### config.mk
export PLATFORM = sky130hd
export DESIGN_NAME = temp_irq_ctrl
export DESIGN_NICKNAME = d
export VERILOG_FILES = /design/src/rtl/tmon_pkg.sv /design/src/rtl/tmon_conv.sv /design/src/rtl/tmon_eval.sv /design/src/rtl/tmon_regs.sv /design/src/rtl/temp_irq_ctrl.sv
export SDC_FILE = /design/constraint.sdc
export NUM_CORES = 1
export LEC_CHECK = 0
export BUFFER_PORTS_ARGS = -buffer_cell sky130_fd_sc_hd__buf_2
export CAP_MARGIN = 20
export CELL_PAD_IN_SITES_DETAIL_PLACEMENT = 2
export CELL_PAD_IN_SITES_GLOBAL_PLACEMENT = 2
export CORE_MARGIN = 2
export CORE_UTILIZATION = 35
export CTS_BUF_LIST = sky130_fd_sc_hd__clkbuf_16
export DETAILED_ROUTE_END_ITERATION = 10
export PLACE_DENSITY_LB_ADDON = 0.1
export SLEW_MARGIN = 20
export SYNTH_ARGS = -nofsm -noshare
export SYNTH_HDL_FRONTEND = slang
export SYNTH_SLANG_ARGS = --single-unit
### constraint.sdc
create_clock -name clk -period 11.4 [get_ports clk]
set_input_delay 2.28 -clock clk [delete_from_list [all_inputs] [get_ports clk]]
set_output_delay 2.28 -clock clk [all_outputs]
set_load 0.01 [all_outputs]
### src/rtl/tmon_pkg.sv
`timescale 1ns/1ps
package tmon_pkg;
  localparam int ADDR_W = 3;
  localparam int NIRQ   = 4;

  // status / enable bit positions
  localparam int IRQ_EOC   = 0;
  localparam int IRQ_HOT   = 1;
  localparam int IRQ_COLD  = 2;
  localparam int IRQ_DRIFT = 3;

  // register addresses
  localparam logic [ADDR_W-1:0] A_TEMP  = 3'd0;
  localparam logic [ADDR_W-1:0] A_STAT  = 3'd1;
  localparam logic [ADDR_W-1:0] A_IEN   = 3'd2;
  localparam logic [ADDR_W-1:0] A_THR   = 3'd3;
  localparam logic [ADDR_W-1:0] A_DELTA = 3'd4;
  localparam logic [ADDR_W-1:0] A_CTRL  = 3'd5;

  // control register bit positions
  localparam int CTRL_GO   = 7;
  localparam int CTRL_BUSY = 7;
  localparam int CTRL_DONE = 6;
endpackage

### src/rtl/tmon_conv.sv
`timescale 1ns/1ps
module tmon_conv #(
  parameter int DATA_W = 8
) (
  input  logic              clk,
  input  logic              rst,
  input  logic              start_req,
  input  logic              adc_done,
  input  logic [DATA_W-1:0] adc_data,
  output logic              busy,
  output logic              conv_done,
  output logic              smp_vld,
  output logic [DATA_W-1:0] smp_data
);
  always_ff @(posedge clk) begin
    if (rst) begin
      busy      <= 1'b0;
      conv_done <= 1'b0;
      smp_vld   <= 1'b0;
      smp_data  <= '0;
    end else begin
      smp_vld <= 1'b0;
      if (busy && adc_done) begin
        busy      <= 1'b0;
        conv_done <= 1'b1;
        smp_vld   <= 1'b1;
        smp_data  <= adc_data;
      end else if (!busy && start_req) begin
        busy      <= 1'b1;
        conv_done <= 1'b0;
      end
    end
  end
endmodule

### src/rtl/tmon_eval.sv
`timescale 1ns/1ps
module tmon_eval #(
  parameter int DATA_W     = 8,
  parameter int CODE_W     = 4,
  parameter int THR_STEP   = 5,
  parameter int THR_OFFSET = -10
) (
  input  logic              clk,
  input  logic              rst,
  input  logic              smp_vld,
  input  logic [DATA_W-1:0] smp_data,
  input  logic [CODE_W-1:0] hot_code,
  input  logic [CODE_W-1:0] cold_code,
  input  logic [DATA_W-1:0] delta,
  output logic              hot_hit,
  output logic              cold_hit,
  output logic              drift_hit
);
  // two guard bits hold every threshold and every reading difference
  localparam int CW = DATA_W + 2;

  logic signed [CW-1:0] hot_t, cold_t, rd_s, base_s, diff, mag, delta_s;
  logic [DATA_W-1:0]    base_q;
  logic                 base_vld;

  assign hot_t   = CW'(THR_OFFSET + THR_STEP * int'(hot_code));
  assign cold_t  = CW'(THR_OFFSET + THR_STEP * int'(cold_code));
  assign rd_s    = {{2{smp_data[DATA_W-1]}}, smp_data};
  assign base_s  = {{2{base_q[DATA_W-1]}}, base_q};
  assign delta_s = {2'b00, delta};
  assign diff    = rd_s - base_s;
  assign mag     = diff[CW-1] ? -diff : diff;

  assign hot_hit   = (rd_s >= hot_t);
  assign cold_hit  = (rd_s <= cold_t);
  assign drift_hit = base_vld && (mag >= delta_s);

  always_ff @(posedge clk) begin
    if (rst) begin
      base_q   <= '0;
      base_vld <= 1'b0;
    end else if (smp_vld) begin
      base_vld <= 1'b1;
      if (!base_vld || drift_hit) base_q <= smp_data;
    end
  end
endmodule

### src/rtl/tmon_regs.sv
`timescale 1ns/1ps
module tmon_regs
  import tmon_pkg::*;
#(
  parameter int                DATA_W        = 8,
  parameter int                CODE_W        = 4,
  parameter logic [CODE_W-1:0] HOT_CODE_RST  = 4'd12,
  parameter logic [CODE_W-1:0] COLD_CODE_RST = 4'd2,
  parameter logic [DATA_W-1:0] DELTA_RST     = 8'd2,
  parameter logic [NIRQ-1:0]   IEN_RST       = 4'b0111
) (
  input  logic              clk,
  input  logic              rst,
  input  logic              wr_en,
  input  logic              rd_en,
  input  logic [ADDR_W-1:0] addr,
  input  logic [DATA_W-1:0] wdata,
  output logic [DATA_W-1:0] rdata,
  output logic              irq_n,
  output logic              start_req,
  input  logic              busy,
  input  logic              conv_done,
  input  logic              smp_vld,
  input  logic [DATA_W-1:0] smp_data,
  input  logic              hot_hit,
  input  logic              cold_hit,
  input  logic              drift_hit,
  output logic [CODE_W-1:0] hot_code,
  output logic [CODE_W-1:0] cold_code,
  output logic [DATA_W-1:0] delta,
  output logic [NIRQ-1:0]   ien,
  output logic [NIRQ-1:0]   status
);
  logic [DATA_W-1:0] temp_q;
  logic [NIRQ-1:0]   set_v;
  logic              stat_rd;
  logic [DATA_W-1:0] rd_mux;

  assign start_req = wr_en && (addr == A_CTRL) && wdata[CTRL_GO];
  assign stat_rd   = rd_en && (addr == A_STAT);

  always_comb begin
    set_v = '0;
    if (smp_vld) begin
      set_v[IRQ_EOC]   = 1'b1;
      set_v[IRQ_HOT]   = hot_hit;
      set_v[IRQ_COLD]  = cold_hit;
      set_v[IRQ_DRIFT] = drift_hit;
    end
  end

  always_comb begin
    rd_mux = '0;
    case (addr)
      A_TEMP:  rd_mux = temp_q;
      A_STAT:  rd_mux = DATA_W'(status);
      A_IEN:   rd_mux = DATA_W'(ien);
      A_THR:   rd_mux = DATA_W'({hot_code, cold_code});
      A_DELTA: rd_mux = delta;
      A_CTRL: begin
        rd_mux[CTRL_BUSY] = busy;
        rd_mux[CTRL_DONE] = conv_done;
      end
      default: rd_mux = '0;
    endcase
  end

  always_ff @(posedge clk) begin
    if (rst) begin
      hot_code  <= HOT_CODE_RST;
      cold_code <= COLD_CODE_RST;
      delta     <= DELTA_RST;
      ien       <= IEN_RST;
    end else if (wr_en) begin
      case (addr)
        A_IEN:   ien <= wdata[NIRQ-1:0];
        A_THR: begin
          hot_code  <= wdata[2*CODE_W-1:CODE_W];
          cold_code <= wdata[CODE_W-1:0];
        end
        A_DELTA: delta <= wdata;
        default: ;
      endcase
    end
  end

  always_ff @(posedge clk) begin
    if (rst) begin
      status <= '0;
      temp_q <= '0;
      rdata  <= '0;
      irq_n  <= 1'b1;
    end else begin
      status <= (stat_rd ? '0 : status) | set_v;
      if (smp_vld) temp_q <= smp_data;
      if (rd_en) rdata <= rd_mux;
      irq_n <= ~|(status & ien);
    end
  end
endmodule

### src/rtl/temp_irq_ctrl.sv
`timescale 1ns/1ps
module temp_irq_ctrl
  import tmon_pkg::*;
#(
  parameter int                DATA_W        = 8,
  parameter int                CODE_W        = 4,
  parameter int                THR_STEP      = 5,
  parameter int                THR_OFFSET    = -10,
  parameter logic [CODE_W-1:0] HOT_CODE_RST  = 4'd12,
  parameter logic [CODE_W-1:0] COLD_CODE_RST = 4'd2,
  parameter logic [DATA_W-1:0] DELTA_RST     = 8'd2,
  parameter logic [NIRQ-1:0]   IEN_RST       = 4'b0111
) (
  input  logic              clk,
  input  logic              rst,
  input  logic              host_wr,
  input  logic              host_rd,
  input  logic [ADDR_W-1:0] host_addr,
  input  logic [DATA_W-1:0] host_wdata,
  output logic [DATA_W-1:0] host_rdata,
  output logic              adc_req,
  input  logic              adc_done,
  input  logic [DATA_W-1:0] adc_data,
  output logic              irq_n
);
  logic              start_req, busy, conv_done, smp_vld;
  logic [DATA_W-1:0] smp_data, delta;
  logic [CODE_W-1:0] hot_code, cold_code;
  logic              hot_hit, cold_hit, drift_hit;
  logic [NIRQ-1:0]   ien, status;

  tmon_conv #(.DATA_W(DATA_W)) u_conv (
    .clk(clk), .rst(rst), .start_req(start_req),
    .adc_done(adc_done), .adc_data(adc_data),
    .busy(busy), .conv_done(conv_done),
    .smp_vld(smp_vld), .smp_data(smp_data)
  );

  assign adc_req = busy;

  tmon_eval #(
    .DATA_W(DATA_W), .CODE_W(CODE_W),
    .THR_STEP(THR_STEP), .THR_OFFSET(THR_OFFSET)
  ) u_eval (
    .clk(clk), .rst(rst), .smp_vld(smp_vld), .smp_data(smp_data),
    .hot_code(hot_code), .cold_code(cold_code), .delta(delta),
    .hot_hit(hot_hit), .cold_hit(cold_hit), .drift_hit(drift_hit)
  );

  tmon_regs #(
    .DATA_W(DATA_W), .CODE_W(CODE_W),
    .HOT_CODE_RST(HOT_CODE_RST), .COLD_CODE_RST(COLD_CODE_RST),
    .DELTA_RST(DELTA_RST), .IEN_RST(IEN_RST)
  ) u_regs (
    .clk(clk), .rst(rst), .wr_en(host_wr), .rd_en(host_rd),
    .addr(host_addr), .wdata(host_wdata), .rdata(host_rdata),
    .irq_n(irq_n), .start_req(start_req),
    .busy(busy), .conv_done(conv_done),
    .smp_vld(smp_vld), .smp_data(smp_data),
    .hot_hit(hot_hit), .cold_hit(cold_hit), .drift_hit(drift_hit),
    .hot_code(hot_code), .cold_code(cold_code), .delta(delta),
    .ien(ien), .status(status)
  );
endmodule

# Word-level counts from Yosys, hierarchy flattened
# Index checks and enable logic that the tools add are counted.
[word_totals]
regBits = 61
in_bits = 24
output_inout_bits = 10
[op_classes]
mux = 8
mul = 2
eq_ne = 5
n_addsub = 4
bitwise = 2
n_reduce_logical = 18
magnitude_cmp = 3
[op_table]
columns = ["operator", "n"]
rows = [
  ["$pmux 6 s5", 1],
  ["$add 5x10->10 const A", 2],
  ["$mul 3x4->7 const A", 2],
  ["$ge 10x9->1", 1],
  ["$ge 8x10->1", 1],
  ["$le 8x10->1", 1],
  ["$mux 10", 1],
  ["$neg 10->10", 1],
  ["$sub 8x8->9", 1],
  ["$mux 4", 2],
  ["$pmux 2 s4", 1],
  ["$reduce_and 2->1", 4],
  ["$eq 3x2->1 const B", 2],
  ["$eq 3x3->1 const B", 2],
  ["$logic_and 1x1->1", 6],
  ["$and 4x4->4", 1],
  ["$or 4x4->4", 1],
  ["$reduce_or 4->1", 1],
  ["$eq 3x1->1 const B", 1],
  ["$logic_not 1->1", 3],
  ["$logic_not 3->1", 1],
  ["$mux 1", 3],
  ["$reduce_bool 2->1", 1],
  ["$reduce_or 2->1", 1],
  ["$logic_or 1x1->1", 1],
]

# Logic depth before layout (Yosys ltp)
[logic_depth]
depth_word = 7
depth_mapped = 19
ltp_nobuf = 19

# Hierarchy
# Synthesis repeated with hierarchy kept, for this count alone.
[hier_totals]
cells_unflattened = 491
area_unflattened_um2 = 4362.9
[by_module_without_submodules]
columns = ["mod", "cells_per_inst", "seq_area_each_um2", "area_per_inst_um2", "instances"]
rows = [
  ["tmon_eval", 247, 180.2, 1991.9, 1],
  ["tmon_regs", 197, 820.8, 1894.3, 1],
  ["tmon_conv", 47, 220.2, 476.7, 1],
]

# Worst setup path before layout
# OpenSTA, ideal clock, no wires.
[synth_path]
kind = "register -> register"
from = "reg u_conv.smp_data[0]"
to = "reg u_eval.base_q[0]"
setup_slack_ns = 7.681
arrival_time_ns = 3.647
path_stages_with_launch = 20
setup_time_ns = 0.072
path_buffers = 0
cell_sequence = "dfxtp_1 -> inv_1 -> ha_1 -> inv_1 -> fa_1 -> a211oi_2 -> nor2_1 -> o21a_1 -> o21ai_0 -> a21oi_1 -> a31oi_1 -> xnor2_1 -> ha_1 -> a21o_1 -> a21o_1 -> a21oi_1 -> o31a_1 -> a21boi_0 -> a31oi_4 -> mux2i_1"
[synth_between]
elab_chain_len = 7
[synth_rtl]
columns = ["item", "line", "source"]
rows = [
  ["start: declaration", "tmon_conv.sv:13", "output logic [DATA_W-1:0] smp_data"],
  ["start signal: assignment", "tmon_conv.sv:27", "smp_data <= adc_data;"],
  ["$sub 8x8->9", "tmon_eval.sv:31", "assign diff = rd_s - base_s;"],
  ["$neg 10->10", "tmon_eval.sv:32", "assign mag = diff[CW-1] ? -diff : diff;"],
  ["$mux 10", "tmon_eval.sv:32", ""],
  ["$ge 10x9->1", "tmon_eval.sv:36", "assign drift_hit = base_vld && (mag >= delta_s);"],
  ["$logic_and 1x1->1", "tmon_eval.sv:36", ""],
  ["$logic_or 1x1->1", "tmon_eval.sv:44", "if (!base_vld || drift_hit) base_q <= smp_data;"],
  ["$reduce_and 2->1 (no source line)", "--", ""],
  ["end signal: assignment", "tmon_eval.sv:44", ""],
  ["end: declaration", "tmon_eval.sv:23", "logic [DATA_W-1:0] base_q;"],
]
# Several ways; a longest one is shown, not always the timed one.
# A chain may end at the register's enable or synchronous reset.

# Final worst setup path
# Ends and elaborated chain as after synthesis.

==> reports/qor.yml <==
synth_top_flop_cell: "dfxtp_1"
place.detailed.hpwl_mm: 10.2
p_total_uw: 572
antenna_found_initial: 0
dieArea_um2: 13000
crit_fanout: 8
via_per_inst: 5.43
place_congestion: 0.808
slew_violations: 0
cts_max_level: 3
synthArstFlopShare_pct: 0
post_cts_buffers: 0
synth_top_cell_by_area: "dfxtp_1"
num_vias: 3769
cts.clk_slew.worst_paths_ps: 60
hold_violations: 0
grt_usage_pct: 21.9
first_global_vias: 4082
drive_gt1_share_pct: 11.0
cts_resized: 0
cts_made_buffers: 9
p_leak_nw: 2.01
drt-total-wl_mm: 13.5
firstDrtPassIters: 4
startpoint_type: "flip-flop"
cts_buffer_depth: 2
yosysTopAreaCellShare_pct: 28.8
yosysWarnings: 0
drt_iter0_markers: 133
layout_commonest_cell: "dfxtp_1"
pin_count: 34
clock_sinks: 61
synth_edf_count: 0
dp.cells: 678
path_class: "reg -> reg"
critPathArrivalTime_ps: 4580
cts_tree: "built"
fp.coreArea_um2: 11900
rows: 40
die_x_um: 114
ir_drop_uv: 88.1
syn2layout_area_growth_pct: 13.7
multi_input_area_um2: 2830
synth.distinct_cells: 52
critical_path_required_ps: 11660
layout.area.seq_um2: 1220
synth_area_leaders: "dfxtp_1, ha_1, mux2i_1"
start_util_pct: 35.7
nFillCells: 1383
place_ws_ps: 7140
grt_max_degree: 72
fin_nets: 616
fp.dieH_um: 114
placed_area_um2: 4520
setup_tns_ps: 0
grt-ovfl-total: 0
final_area_um2: 4830
synth_nets: 593
ys_seq_area_share_pct: 28.8
drcViolationCount: 0
setup_violations: 0
finalCritPeriodShare_pct: 37.9
drv_cap: 0
worst_slack_ps: 7080
diodes: 0
period_minus_slack_ps: 4320
layout_common_cells: "dfxtp_1, nand2_1, ha_1"
syn_avg_cell_area_um2: 8.18
status: "complete, no violations"
power_density_nw_per_um2: 118
wl_per_cell_um: 19.4
fmax_ghz: 0.232
root_buffer: "clkbuf_16"
fin_cells: 694
worstHoldPathType: "reg -> reg"
ant_nets: 0
syn-cell-area_um2: 4250
ys_ff_latch: 61
worst_pin_slew_ps: 799
io_buffers: 33
clk_latency_ps: 340
slew_headroom_pct: 46.7
skew_ps: 10.1
syn-instance-count: 519
grt_pass1_wl_mm: 21.9
critPathCaptureType: "flip-flop"
ctsHoldBuffers: 0
rsz0062_at_grt: "false"
synth_stat cells (2+ instances only):
master,instances
a211o_1,3
a211oi_1,4
a21boi_0,2
a21o_1,8
a21oi_1,44
a22oi_1,5
a31oi_1,3
and3_1,3
buf_1,2
clkbuf_1,20
dfxtp_1,61
fa_1,3
ha_1,47
inv_1,30
mux2_2,2
mux2i_1,26
nand2_1,58
nand2b_1,28
nand3_1,20
nand3b_1,7
nand4_1,6
nor2_1,37
nor2b_1,15
nor3_1,3
o211ai_1,6
o21a_1,4
o21ai_0,28
o22ai_1,3
xnor2_1,11
xor2_1,8
per-layer routing:
layer,up-vias,track usage (%),wire (um)
li1,1858,-,-
met1,1855,26.9,6220
met2,47,39.6,6760
met3,9,3.28,324
met4,0,5.93,153
met5,-,0,0
kinds of logic (layout without fill, tap and decap cells):
| group | count (synthesis) | count (layout) | share of synthesized area, % |
|---|---|---|---|
| flip-flops | 61 | 61 | 28.8 |
| AO/OA/AOI/OAI | 123 | 123 | 18.4 |
| adder cells (fa/ha/maj) | 50 | 50 | 15.3 |
| AND/OR/NAND/NOR | 185 | 185 | 22.0 |
| XOR/XNOR | 20 | 20 | 4.30 |
| buffers and inverters | 52 | 80 | 4.60 |
| multiplexers | 28 | 28 | 6.66 |
worst max-delay path, stage by stage, from the launching register on:
cell and delay (ps):
dfxtp_1 340, inv_1 130, ha_1 180, inv_1 50, fa_1 410, a211oi_2 280, nor2_1 140, o21a_1 200
o21ai_0 210, a21oi_1 150, a31oi_1 210, xnor2_1 150, ha_1 270, a21o_1 160, a21o_1 170, a21oi_1 150
o31a_1 180, a21boi_0 150, a31oi_4 430, mux2i_1 270
cell type report:
class	instances	share of cell area, %
clock buffers	9	4.66
clock inverters	7	1.71
inverters	30	2.33
multi-input cells	406	58.6
flip-flops and latches	61	25.3
well taps	147	3.81
repair buffers	34	3.58
state kept, by name, indices dropped and copies added, names as in the netlist:
register,cells
u_regs.temp_q,8
u_conv.conv_done,1
u_regs.status,4
u_regs.ien,4
u_regs.cold_code,4
u_conv.smp_vld,1
u_regs.rdata,8
u_eval.base_vld,1
u_regs.hot_code,4
u_regs.delta,8
u_conv.smp_data,8
u_eval.base_q,8
u_regs.irq_n,1
u_conv.busy,1
power by group:
group,internal (mW),total [mW],leakage [nW],switching [mW]
clock network,0.188,0.290,0.153,0.101
logic,0.0252,0.0620,1.37,0.0368
registers,0.216,0.220,0.493,0.00401
total,0.430,0.572,2.01,0.142
metrics by stage:
stage | hold WS [ps] | util (%)
2_1_floorplan | 436 | -
3_3_place_gp | 452 | 38.0
3_5_place_dp | 455 | 38.0
4_1_cts | 465 | 40.5
5_1_grt | 486 | 40.5
6_report | 465 | 40.5
worst paths after layout:
path,start,endpoint,slack [ps],depth (start not counted)
max,u_conv.smp_data[0],u_eval.base_q[0],7080,19
max reg2reg,u_conv.smp_data[0],u_eval.base_q[0],7080,19
min reg2reg,u_regs.delta[6],u_regs.delta[6],460,2
min,u_regs.delta[6],u_regs.delta[6],460,2
Note: power is estimated with default switching activity, not from simulation.
